--- config.mk ---
export PLATFORM = sky130hd
export DESIGN_NAME = adc_clk_seq
export DESIGN_NICKNAME = d
export VERILOG_FILES = /design/src/rtl/adc_clk_seq_pkg.sv /design/src/rtl/adc_ratio_decode.sv /design/src/rtl/adc_clk_div.sv /design/src/rtl/adc_rst_seq.sv /design/src/rtl/adc_clk_seq.sv
export SDC_FILE = /design/constraint.sdc
export NUM_CORES = 1
export LEC_CHECK = 0
export BUFFER_PORTS_ARGS = -buffer_cell sky130_fd_sc_hd__buf_2
export CORE_MARGIN = 1
export CORE_UTILIZATION = 40
export CTS_CLUSTER_DIAMETER = 60
export DETAILED_ROUTE_END_ITERATION = 6
export PLACE_DENSITY = 0.54
export SETUP_SLACK_MARGIN = 0.5
export SLEW_MARGIN = 40
export SYNTH_ARGS = -nofsm -noshare
export SYNTH_HDL_FRONTEND = slang
export SYNTH_SLANG_ARGS = --single-unit
export TNS_END_PERCENT = 1
--- constraint.sdc ---
create_clock -name clk_i -period 3.96 [get_ports clk_i]
set_input_delay 0.792 -clock clk_i [delete_from_list [all_inputs] [get_ports clk_i]]
set_output_delay 0.792 -clock clk_i [all_outputs]
set_load 0.005 [all_outputs]
--- src/rtl/adc_clk_seq_pkg.sv ---
package adc_clk_seq_pkg;
  localparam int FSH_MAX = 9;              // log2 of largest ticks per frame
  localparam int SH_W    = $clog2(FSH_MAX + 1);

  typedef enum logic [1:0] {
    SPD_SINGLE = 2'b00,
    SPD_DOUBLE = 2'b01,
    SPD_QUAD   = 2'b10,
    SPD_RSVD   = 2'b11
  } speed_e;

  typedef struct packed {
    speed_e speed;
    logic   ratio_hi;
    logic   bclk_x2;
    logic   mdiv;
  } cfg_t;
endpackage

--- src/rtl/adc_ratio_decode.sv ---
module adc_ratio_decode
  import adc_clk_seq_pkg::*;
(
  input  cfg_t            cfg_i,
  output logic            legal_o,
  output logic [SH_W-1:0] fsh_o,
  output logic [SH_W-1:0] bsh_o
);
  logic            ok;
  logic [SH_W-1:0] fsh;

  always_comb begin
    ok  = 1'b1;
    fsh = SH_W'(8);
    unique case (cfg_i.speed)
      SPD_SINGLE: fsh = cfg_i.ratio_hi ? SH_W'(9) : SH_W'(8);
      SPD_DOUBLE: begin
        fsh = cfg_i.ratio_hi ? SH_W'(8) : SH_W'(7);
        ok  = !cfg_i.bclk_x2;
      end
      SPD_QUAD: begin
        fsh = SH_W'(7);
        ok  = cfg_i.ratio_hi && !cfg_i.bclk_x2; // 64x slave ratio not allowed
      end
      default: ok = 1'b0;
    endcase
  end

  assign legal_o = ok;
  assign fsh_o   = ok ? fsh : SH_W'(8);
  assign bsh_o   = !ok ? SH_W'(2) :
                   (cfg_i.bclk_x2 ? fsh - SH_W'(7) : fsh - SH_W'(6));
endmodule

--- src/rtl/adc_clk_div.sv ---
module adc_clk_div
  import adc_clk_seq_pkg::*;
#(
  parameter int CNT_W = FSH_MAX
) (
  input  logic            clk_i,
  input  logic            rst_ni,
  input  logic            en_i,
  input  logic            clear_i,
  input  logic            mdiv_i,
  input  logic [SH_W-1:0] fsh_i,
  input  logic [SH_W-1:0] bsh_i,
  output logic            frame_clk_o,
  output logic            bit_clk_o,
  output logic            wrap_o
);
  logic [CNT_W-1:0] cnt_q, fmask;
  logic             pre_q, tick, at_end;

  for (genvar i = 0; i < CNT_W; i++) begin : g_mask
    assign fmask[i] = (32'(fsh_i) > i);
  end

  assign tick   = en_i && (!mdiv_i || pre_q);
  assign at_end = (cnt_q == fmask);

  always_ff @(posedge clk_i or negedge rst_ni) begin
    if (!rst_ni) begin
      cnt_q <= '0;
      pre_q <= 1'b0;
    end else if (clear_i || !en_i) begin
      cnt_q <= '0;
      pre_q <= 1'b0;
    end else begin
      pre_q <= mdiv_i ? ~pre_q : 1'b0;
      if (tick) cnt_q <= at_end ? '0 : cnt_q + 1'b1;
    end
  end

  assign wrap_o      = tick && at_end && !clear_i;
  assign frame_clk_o = en_i && cnt_q[fsh_i - SH_W'(1)];
  assign bit_clk_o   = en_i && cnt_q[bsh_i - SH_W'(1)];
endmodule

--- src/rtl/adc_rst_seq.sv ---
module adc_rst_seq #(
  parameter int STABLE_CYC   = 4096,
  parameter int BLANK_FRAMES = 2500
) (
  input  logic clk_i,
  input  logic rst_ni,
  input  logic pg_i,
  input  logic legal_i,
  input  logic cfg_same_i,
  input  logic wrap_i,
  output logic run_o,
  output logic valid_o
);
  localparam int ST_W = $clog2(STABLE_CYC + 1);
  localparam int BL_W = $clog2(BLANK_FRAMES + 1);

  logic            pg_s1, pg_s2, run_q, keep, stab_done, blank_done;
  logic [ST_W-1:0] stab_q;
  logic [BL_W-1:0] blank_q;

  assign keep       = pg_s2 && cfg_same_i;
  assign stab_done  = (stab_q == ST_W'(STABLE_CYC));
  assign blank_done = (blank_q == BL_W'(BLANK_FRAMES));

  always_ff @(posedge clk_i or negedge rst_ni) begin
    if (!rst_ni) begin
      pg_s1   <= 1'b0;
      pg_s2   <= 1'b0;
      run_q   <= 1'b0;
      stab_q  <= '0;
      blank_q <= '0;
    end else begin
      pg_s1 <= pg_i;
      pg_s2 <= pg_s1;
      if (!keep)           stab_q <= '0;
      else if (!stab_done) stab_q <= stab_q + 1'b1;
      // release only on a frame boundary
      if (run_q) run_q <= keep;
      else       run_q <= keep && legal_i && stab_done && wrap_i;
      if (!run_q || !keep)          blank_q <= '0;
      else if (wrap_i && !blank_done) blank_q <= blank_q + 1'b1;
    end
  end

  assign run_o   = run_q;
  assign valid_o = run_q && blank_done;
endmodule

--- src/rtl/adc_clk_seq.sv ---
module adc_clk_seq
  import adc_clk_seq_pkg::*;
#(
  parameter int PG_STABLE_CYC = 4096,
  parameter int BLANK_FRAMES  = 2500
) (
  input  logic       clk_i,
  input  logic       rst_ni,
  input  logic       pg_i,
  input  logic [1:0] speed_i,
  input  logic       ratio_hi_i,
  input  logic       bclk_x2_i,
  input  logic       mdiv_i,
  output logic       frame_clk_o,
  output logic       bit_clk_o,
  output logic       conv_rst_no,
  output logic       data_valid_o,
  output logic       cfg_err_o
);
  cfg_t            cfg_in, cfg_q;
  logic            legal, cfg_same, wrap, run;
  logic [SH_W-1:0] fsh, bsh;

  assign cfg_in = cfg_t'({speed_i, ratio_hi_i, bclk_x2_i, mdiv_i});

  // configuration is only captured while the converter is held in reset
  always_ff @(posedge clk_i or negedge rst_ni) begin
    if (!rst_ni)  cfg_q <= '0;
    else if (!run) cfg_q <= cfg_in;
  end

  assign cfg_same = (cfg_in == cfg_q);

  adc_ratio_decode u_dec (
    .cfg_i   (cfg_q),
    .legal_o (legal),
    .fsh_o   (fsh),
    .bsh_o   (bsh)
  );

  adc_clk_div #(.CNT_W(FSH_MAX)) u_div (
    .clk_i       (clk_i),
    .rst_ni      (rst_ni),
    .en_i        (legal),
    .clear_i     (!cfg_same),
    .mdiv_i      (cfg_q.mdiv),
    .fsh_i       (fsh),
    .bsh_i       (bsh),
    .frame_clk_o (frame_clk_o),
    .bit_clk_o   (bit_clk_o),
    .wrap_o      (wrap)
  );

  adc_rst_seq #(
    .STABLE_CYC   (PG_STABLE_CYC),
    .BLANK_FRAMES (BLANK_FRAMES)
  ) u_seq (
    .clk_i      (clk_i),
    .rst_ni     (rst_ni),
    .pg_i       (pg_i),
    .legal_i    (legal),
    .cfg_same_i (cfg_same),
    .wrap_i     (wrap),
    .run_o      (run),
    .valid_o    (data_valid_o)
  );

  assign conv_rst_no = run;
  assign cfg_err_o   = !legal;
endmodule

---- Yosys cells after proc, flatten, opt, wreduce, memory -nomap -nowiden ----
Index checks and enable logic that the tools add are counted.
Widths: inputs -> output; s select.
operators by class
  add/sub/neg operators ................... 7
  magnitude comparators ................... 11
  equal/unequal tests ..................... 7
  mux-type cells .......................... 21
  bitwise gates (word level) .............. 1
  reduce and logical (&&, ||, !) cells .... 25
operators by type and width
  cell                   count
  $mux 9                 3
  $mux 13                2
  $mux 12                2
  $gt 4x3->1 const B     4
  $mux 4                 4
  $add 13x1->13 const B  1
  $eq 13x13->1 const B   1
  $add 12x1->12 const B  1
  $eq 12x12->1 const B   1
  $logic_and 1x1->1      12
  $pmux 4 s3             1
  $lt 4x5->1 const B     2
  $add 9x1->9 const B    1
  $eq 9x9->1             1
  $bmux 1 s4             2
  $gt 4x1->1 const B     2
  $gt 4x2->1 const B     2
  $sub 4x1->4 const B    2
  $sub 4x3->4 const B    2
  $logic_not 1->1        7
  $mux 1                 6
  $eq 5x5->1             1
  $gt 4x4->1 const B     1
  $reduce_bool 2->1      2
  7 further kinds        9
storage, ports and cells
  flip-flop bits (word level) ............. 43
  output and inout port bits .............. 5

---- Logic depth before layout (Yosys ltp) ----
Gate-level depths: netlist (run 1).
  word-level depth ........................ 11
  mapped depth ............................ 14
  gate-level depth less buffers ........... 12

---- Hierarchy ----
From an unflattened synthesis (run 1), not the netlist that was laid out.
second synthesis, totals
  cell total of the unflattened synthesis .. 310
  area, all modules ....................... 2896.5 µm²
by module, submodules not included
  module            times used  cells an instance  area each (µm²)  sequential area each (µm²)
  adc_rst_seq       1           140                1412.6           700.7
  adc_clk_div       1           126                1074.8           250.2
  adc_clk_seq       1           19                 247.7            125.1
  adc_ratio_decode  1           25                 161.4            0.0

---- Worst setup path after synthesis (run 1) ----
OpenSTA, ideal clock, no wires.
  path type ............................... register to output
  start point ............................. reg cfg_q[3] in the netlist's numbering
  end point ............................... out bit_clk_o
  arrival time ............................ 2.793 ns
  data required time ...................... 3.168 ns
  setup slack ............................. 0.375 ns
  stages on the path, launching flop included .. 14
  buffers on the path ..................... 2
  path through ............................ dfrtp_1 buf_4 clkbuf_1 mux2_2 ha_1 nand2_1 o21a_1 o21ai_0 ha_1 xnor2_1 o2111ai_1 a211oi_1 o31ai_1 o311ai_0
between the ends
  word-level cells in the longest chain between the ends .. 9
  elaborated cells on any way between the ends .. 13
  those cells by class .................... add/sub: 3; eq/ne: 2; mux: 6; reduce/logical: 2
ends and longest elaborated chain
  what                                      line                    RTL
  start: declaration                        adc_clk_seq.sv:20       cfg_t cfg_in, cfg_q;
  start signal: assignment                  adc_clk_seq.sv:29       else if (!run) cfg_q <= cfg_in;
  $eq 2x2->1, or another cell as far along  adc_ratio_decode.sv:15  unique case (cfg_i.speed)
  $pmux 4 s3                                adc_ratio_decode.sv:15
  $sub 4x3->4                               adc_ratio_decode.sv:32  (cfg_i.bclk_x2 ? fsh - SH_W'(7) : fsh - SH_W'(6));
  $mux 4                                    adc_ratio_decode.sv:32
  $mux 4                                    adc_ratio_decode.sv:31  assign bsh_o = !ok ? SH_W'(2) :
  $sub 4x1->4                               adc_clk_div.sv:42       assign bit_clk_o = en_i && cnt_q[bsh_i - SH_W'(1)];
  $bmux 1 s4                                adc_clk_div.sv:42
  $mux 1 (implied by the code)              adc_clk_div.sv:42
  $logic_and 1x1->1 *                       adc_clk_div.sv:42
  end: declaration                          adc_clk_seq.sv:15       output logic bit_clk_o,
Mark *: on every way between the ends. The rest lies on a longest branch, timed or not. The select of a mux whose other input is x is not followed.

---- Final worst setup path (run 1) ----
  start point ............................. reg cfg_q[2] in the netlist's numbering
  end point ............................... out frame_clk_o
between the ends
  word-level cells in the longest chain between the ends .. 7
  elaborated cells on any way between the ends .. 10
  those cells by class .................... add/sub: 1; mux: 7; reduce/logical: 2
ends and longest elaborated chain
  what                                      line                    RTL
  $mux 4, or another cell as far along      adc_ratio_decode.sv:18  fsh = cfg_i.ratio_hi ? SH_W'(8) : SH_W'(7);
  $pmux 4 s3 or $pmux 1 s3 (tied branches)  adc_ratio_decode.sv:15
  $mux 4                                    adc_ratio_decode.sv:30  assign fsh_o = ok ? fsh : SH_W'(8);
  $sub 4x1->4                               adc_clk_div.sv:41       assign frame_clk_o = en_i && cnt_q[fsh_i - SH_W'(1)];
  $bmux 1 s4                                adc_clk_div.sv:41
  $mux 1 (implied by the code)              adc_clk_div.sv:41
  $logic_and 1x1->1 *                       adc_clk_div.sv:41
  end: declaration                          adc_clk_seq.sv:14       output logic frame_clk_o,
Marks and branches as above.

==> run metrics, run 1 <==
main combinational cell family by area after synthesis=simple AND/OR/NAND/NOR gates; latest clock arrival within the worst-skew pair=300 ps; gp weighted congestion=0.778; worst reg2reg path endpoint=u_seq.blank_q[8]$_DFFE_PN0P_; clock tree from TritonCTS=yes; Worst setup SP type=register; global-route total usage across every layer=18.1%; critical path's slowest cell=sky130_fd_sc_hd__or3b_2; routed vias=2425; worst relative slew slack=58.0%; post-detailed-route DRC marker count=0; leakage power of the design=1.23 nW; Compound-Gate Fraction of Synth Area=16.1%; drt first pass iters=4; most common flop cell mapped by yosys=sky130_fd_sc_hd__dfrtp_1; die height=88.3 um; overall overflow remaining after global route=0; cell depth of the worst hold path=0; outcome=completed; largest buffer count on any clock path=2; HP Start=u_seq.pg_s1$_DFF_PN0_; synthesized instance count=331; average detailed-routed wire length per instance=14.7 um; clock edge transition at the registers on the reported setup and hold paths=90 ps; Post-synth EDFFs=0; initial DRC count=113; timing-limited maximum frequency=0.277 GHz; Hold WS=362 ps; classification of the worst setup path=reg -> out; antenna viol nets, final=0; depth of the most critical reg-to-reg path=12; share of the yosys chip area belonging to registers=36.1%; synthesized-area fraction occupied by and/or/nand/nor cells=25.5%; CP Max Fanout=9; power density of the placed cells=256 nW/um2; number of failing setup endpoints in the final timing report=0; mean area per synthesized cell=8.99 um2; Rows=31; largest net degree at the start of global routing=44; number of global-route vias before repair=2273; Final Max Tran Viols=0; Async S/R FF share, synth=100%; HPWL after DPL=4420 um; antenna cell count=0; leading post-synthesis cells by cell area=sky130_fd_sc_hd__dfrtp_1, sky130_fd_sc_hd__ha_1, sky130_fd_sc_hd__nand3_1; I/O Buffers=12; Reg2Reg Launch Point=cfg_q[2]$_DFFE_PN0N_; count of cell types in the netlist=66; number of antenna violations at the first check in global routing=0; multiplexer share of the synthesized area=4.46%; Synth area leader=sky130_fd_sc_hd__dfrtp_1; commonest cells in the synthesized netlist=sky130_fd_sc_hd__dfrtp_1, sky130_fd_sc_hd__nor2_1, sky130_fd_sc_hd__nand2_1, sky130_fd_sc_hd__nand3_1, sky130_fd_sc_hd__a21oi_1; maximum cell stage delay along the critical path=500 ps; initial standard-cell utilization of the core=41.3%; syn nets=351; total wire length=6460 um; Floorplan Core Area=7210 um2; Die X=88.3 um; hold endpoint=u_seq.pg_s2$_DFF_PN0_; Power Total=0.000860 W; Nets=360; routed via count divided by cell count=5.51; CTS sink count=43; max-cap viol count=0; kind of end point of the critical path=output pin; Tightest Pin Transition=621 ps; wire length of the first global-routing pass=11200 um; summed negative setup slack over all endpoints=0 ps; IR drop worst, VDD=0.216 mV; number of register bits inferred by synthesis=43; Yosys top cell area share=36.1%; xor/xnor share of the synthesized area=7.36%; Syn Std Cell Area=2980 um2; number of H-tree levels=2; number of failing hold endpoints at the final stage=0; Post-Synth Adder-Cell Area=5.38%; synthesis-to-finish area growth=12.9%; crit-path cells=buf_4 > or3b_2 > a21oi_2 > or2_4 > inv_1 > ha_1 > xor2_1 > a31oi_1 > o211a_1 > nor4_1 > buf_2; CTS buffer count=5; share of the cycle needed by the critical path after routing=91.1%; type of the worst min-delay path=reg -> reg; number of synthesis warnings=0; slack of the worst reg-to-reg path=380 ps; setup skew after layout=8.27 ps; die area=7790 um2; time the worst path needs with I/O delays and setup=3610 ps; fraction of layout instances using a drive strength above 1=21.1%; clock tree root buffer cell=sky130_fd_sc_hd__clkbuf_8; RSZ-0062 raised after global routing=yes; hold buffer count at CTS=0; CP Data Arrival Time=2820 ps; most instantiated library cell after synthesis=sky130_fd_sc_hd__dfrtp_1; top-level I/O count=13; data required time at the worst endpoint=3170 ps
[logic make-up after synthesis]
group | after synthesis
simple gates | 137
compound gates | 68
flops | 43
buf+inv | 34
xor+xnor | 25
fa+ha+maj | 13
mux | 11
[per-stage QoR]
step	util, %	worst slack, ps	instance area [um2]	cells
finish	46.6	352	3360	440
CTS	46.5	355	3350	440
global route	46.6	194	3360	440
detailed placement	43.1	293	3110	426
global placement	43.1	365	3110	426
floorplan	-	516	2990	331
[report_power, final]
group	internal [W]	switching [W]	leakage, nW
Clock	0.000124	0.000155	0.0412
Sequential	0.000443	0.00000494	0.582
Combinational	0.0000641	0.0000693	0.609
Total	0.000631	0.000229	1.23
[how the worst max path moves through the flow]
stage,start,to,slack (ps)
floorplan,cfg_q[3]$_DFFE_PN0N_,bit_clk_o,520
CTS,cfg_q[3]$_DFFE_PN0N_,bit_clk_o,350
finish,cfg_q[2]$_DFFE_PN0N_,frame_clk_o,350
global route,cfg_q[3]$_DFFE_PN0N_,bit_clk_o,190
global placement,cfg_q[3]$_DFFE_PN0N_,u_seq.blank_q[3]$_DFFE_PN0P_,370
detailed placement,cfg_q[3]$_DFFE_PN0N_,u_seq.blank_q[8]$_DFFE_PN0P_,290
[flip-flops by register name, summed over array words and instances, names as in the netlist]
register / count
u_seq.stab_q: 13
u_seq.blank_q: 12
u_div.cnt_q: 9
cfg_q: 5
u_div.pre_q: 1
u_seq.pg_s1: 1
u_seq.pg_s2: 1
u_seq.run_o: 1
[cells in the final DEF, fill, tap and decap left out, types with 8 or more instances in the layout]
cell                      netlist  routed
sky130_fd_sc_hd__dfrtp_1       43      40
sky130_fd_sc_hd__nor2_1        28      27
sky130_fd_sc_hd__nand2_1       26      26
sky130_fd_sc_hd__nand3_1       25      25
sky130_fd_sc_hd__a21oi_1       16      15
sky130_fd_sc_hd__inv_1         12      12
sky130_fd_sc_hd__xnor2_1       13      12
sky130_fd_sc_hd__buf_4          1      12
sky130_fd_sc_hd__xor2_1        12      11
sky130_fd_sc_hd__buf_2          1      11
sky130_fd_sc_hd__ha_1          12       9
sky130_fd_sc_hd__o21ai_0        9       8
[final cells by class]
| class | instances | area [um2] |
|---|---|---|
| Fill cell | 715 | 3850 |
| Multi-Input combinational cell | 254 | 1870 |
| Sequential cell | 43 | 1080 |
| Timing Repair Buffer | 24 | 156 |
| Tap cell | 99 | 124 |
| Clock buffer | 6 | 72.6 |
| Inverter | 12 | 45.0 |
| Clock inverter | 2 | 12.5 |
[routing by layer]
metal  routed length (um)  part of all wire, %  track usage [%]  up-vias
li1                     -                    -                -     1217
met1                 3150                   49             24.8     1178
met2                 3130                   48             29.9       23
met3                  105                  1.6             2.80        7
met4                   75                  1.2             4.99        0
met5                    0                    0                0        -
[worst max-delay path, delay by kind of cell (launching register included)]
family                     cells  cell delay (ps)
AOI/OAI and AO/OA              3              390
DFF                            1              440
adders and majority gates      1              210
xor gates and xnor gates       1              230
and+or+nand+nor                3              830
buffers and inverters          3              400
[what timing repair did]
item | 4_1_cts | 5_1_grt
gates resized for setup | 24 | 2
setup endpoints to repair | 12 | 17
pin swaps | 8 | 4
buffers inserted | 6 | 0
No activity file was read; power rests on OpenSTA's default activity.
==> run 2, diff against run 1 <==
- SYNTH_HIERARCHICAL: not set -> 1
==> run metrics, run 2 <==
power density of the placed cells=273 nW/um2; number of antenna violations at the first check in global routing=0; die height=87.1 um; data required time at the worst endpoint=3170 ps; RSZ-0062 raised after global routing=yes; average detailed-routed wire length per instance=13.7 um; routed vias=2204; Yosys top cell area share=37.1%; CP Data Arrival Time=2920 ps; clock tree root buffer cell=sky130_fd_sc_hd__clkbuf_8; largest net degree at the start of global routing=44; CP Max Fanout=3; leading registers by flop count=u_seq/stab_q (13), u_seq/blank_q (12), u_div/cnt_q (9); critical path's slowest cell=sky130_fd_sc_hd__mux4_2; Floorplan Core Area=6910 um2; type of the worst min-delay path=reg -> reg; antenna cell count=0; clock tree from TritonCTS=yes; HPWL after DPL=3990 um; slack of the worst reg-to-reg path=330 ps; Reg2Reg Launch Point=cfg_q[4]$_DFFE_PN0N_; total wire length=5770 um; worst relative slew slack=57.4%; worst reg2reg path endpoint=u_seq/blank_q[3]$_DFFE_PN0P_; Async S/R FF share, synth=100%; initial DRC count=83; Die X=87.1 um; most instantiated library cell after synthesis=sky130_fd_sc_hd__dfrtp_1; number of global-route vias before repair=2066; timing-limited maximum frequency=0.270 GHz; share of the yosys chip area belonging to registers=37.1%; top-level I/O count=13; Rows=30; mean area per synthesized cell=9.34 um2; kind of end point of the critical path=output pin; leading post-synthesis cells by cell area=sky130_fd_sc_hd__dfrtp_1, sky130_fd_sc_hd__xor2_1, sky130_fd_sc_hd__xnor2_1; outcome=completed; most common flop cell mapped by yosys=sky130_fd_sc_hd__dfrtp_1; CTS sink count=43; number of failing setup endpoints in the final timing report=0; time the worst path needs with I/O delays and setup=3710 ps; commonest cells in the synthesized netlist=sky130_fd_sc_hd__dfrtp_1, sky130_fd_sc_hd__nor2_1, sky130_fd_sc_hd__nand3_1, sky130_fd_sc_hd__inv_1, sky130_fd_sc_hd__xor2_1; total placed cells including tap cells=404; setup skew after layout=10.8 ps; depth of the most critical reg-to-reg path=14; max-cap viol count=0; most common cell after layout, fill and taps aside=sky130_fd_sc_hd__dfrtp_1; Post-synth EDFFs=0; Worst setup SP type=register; family with the most delay on the worst path=adder cells; Tightest Pin Transition=638 ps; routed via count divided by cell count=5.24; overall overflow remaining after global route=0; post-detailed-route DRC marker count=0; number of synthesis warnings=6; classification of the worst setup path=reg -> out; hold endpoint=u_seq/pg_s2$_DFF_PN0_; count of buffering cells on the critical path with inverters included=2; global-route total usage across every layer=16.7%; drt first pass iters=4; latest clock arrival within the worst-skew pair=290 ps; cell depth of the worst hold path=0; antenna viol nets, final=0; HP Start=u_seq/pg_s1$_DFF_PN0_; initial standard-cell utilization of the core=41.9%; gp weighted congestion=0.738; synthesis-to-finish area growth=12.6%; number of H-tree levels=2; maximum cell stage delay along the critical path=490 ps; clock edge transition at the registers on the reported setup and hold paths=90 ps; number of register bits inferred by synthesis=43; register name with the most flops=u_seq/stab_q; Power Total=0.000890 W; synthesized instance count=310; number of failing hold endpoints at the final stage=0; number of flip-flops in the largest register=13; Final Max Tran Viols=0; CTS buffer count=5; die area=7590 um2; largest buffer count on any clock path=2; Nets=342; Synth area leader=sky130_fd_sc_hd__dfrtp_1; Syn Std Cell Area=2900 um2; summed negative setup slack over all endpoints=0 ps; I/O Buffers=12; crit-path cells=or3b_4 > o21ai_2 > ha_1 > a31oi_4 > inv_2 > ha_4 > mux4_2 > nand2_1 > a21oi_1 > a31oi_1 > nor2b_1 > buf_2; count of cell types in the netlist=55; share of the cycle needed by the critical path after routing=93.6%; leakage power of the design=1.33 nW; final cell count without fillers=421; most used cells in the layout excluding fill and tap cells=sky130_fd_sc_hd__dfrtp_1, sky130_fd_sc_hd__nor2_1, sky130_fd_sc_hd__nand3_1; wire length of the first global-routing pass=9930 um; IR drop worst, VDD=0.148 mV; hold buffer count at CTS=0; fraction of layout instances using a drive strength above 1=19.4%; syn nets=328
==> run 2: layer usage <==
| metal | wire length [um] | vias up | global-route usage [%] |
|---|---|---|---|
| li1 | - | 1128 | - |
| met1 | 2870 | 1043 | 23.1 |
| met2 | 2700 | 27 | 27.1 |
| met3 | 137 | 6 | 2.75 |
| met4 | 65 | 0 | 5.07 |
| met5 | 0 | - | 0 |
==> run 2: final cells by class <==
cell class | count | area (um2)
fillers | 697 | 3650
multi-input cells | 233 | 1730
flip-flops and latches | 43 | 1080
repair buffers | 24 | 156
well taps | 96 | 120
clock buffers | 5 | 68.8
inverters | 17 | 63.8
clock inverters | 3 | 43.8
==> run 2: metrics by stage <==
| step | hold WS [ps] | utilization, % | setup WS [ps] | area (um2) |
|---|---|---|---|---|
| after floorplan | 331 | - | 506 | 2920 |
| after global placement | 348 | 43.9 | 371 | 3030 |
| after detailed placement | 336 | 43.9 | 239 | 3030 |
| after CTS | 357 | 46.4 | 182 | 3210 |
| after global routing | 371 | 47.2 | 143 | 3260 |
| final | 354 | 47.2 | 253 | 3260 |
==> run 2: cells by family (layout without fill, tap and decap cells) <==
family | after synthesis | in the layout | share of synthesized area, %
other | 1 | 1 | 0.129
flip-flops | 43 | 43 | 37.1
adder cells (fa/ha/maj) | 10 | 10 | 4.32
buffers and inverters | 34 | 49 | 5.18
multiplexers | 13 | 13 | 6.48
AND/OR/NAND/NOR | 130 | 130 | 25.1
AO/OA/AOI/OAI | 46 | 46 | 11.7
XOR/XNOR | 33 | 33 | 9.98
==> run 2: how the worst max path moves through the flow <==
stage,from,to,cells past startpoint
after floorplan,cfg_q[3]$_DFFE_PN0N_,u_seq/blank_q[7]$_DFFE_PN0P_,14
after global placement,cfg_q[3]$_DFFE_PN0N_,bit_clk_o,12
after detailed placement,cfg_q[3]$_DFFE_PN0N_,bit_clk_o,12
after CTS,cfg_q[4]$_DFFE_PN0N_,bit_clk_o,12
after global routing,cfg_q[4]$_DFFE_PN0N_,u_seq/blank_q[7]$_DFFE_PN0P_,14
final,cfg_q[4]$_DFFE_PN0N_,bit_clk_o,12
==> run 2: power by group <==
part | leakage [nW] | switching (W) | total (W) | internal (W)
clock network | 0.0581 | 0.000152 | 0.000340 | 0.000188
logic | 0.689 | 0.0000567 | 0.000102 | 0.0000454
registers | 0.581 | 0.00000467 | 0.000448 | 0.000443
==> run 2: timing repair <==
action | CTS | global route
setup buffers | 5 | 4
endpoints found under the hold margin | 0 | 0
pin swaps | 5 | 6
cloned | 0 | 0
resized for setup | 7 | 6
setup endpoints to repair | 15 | 23
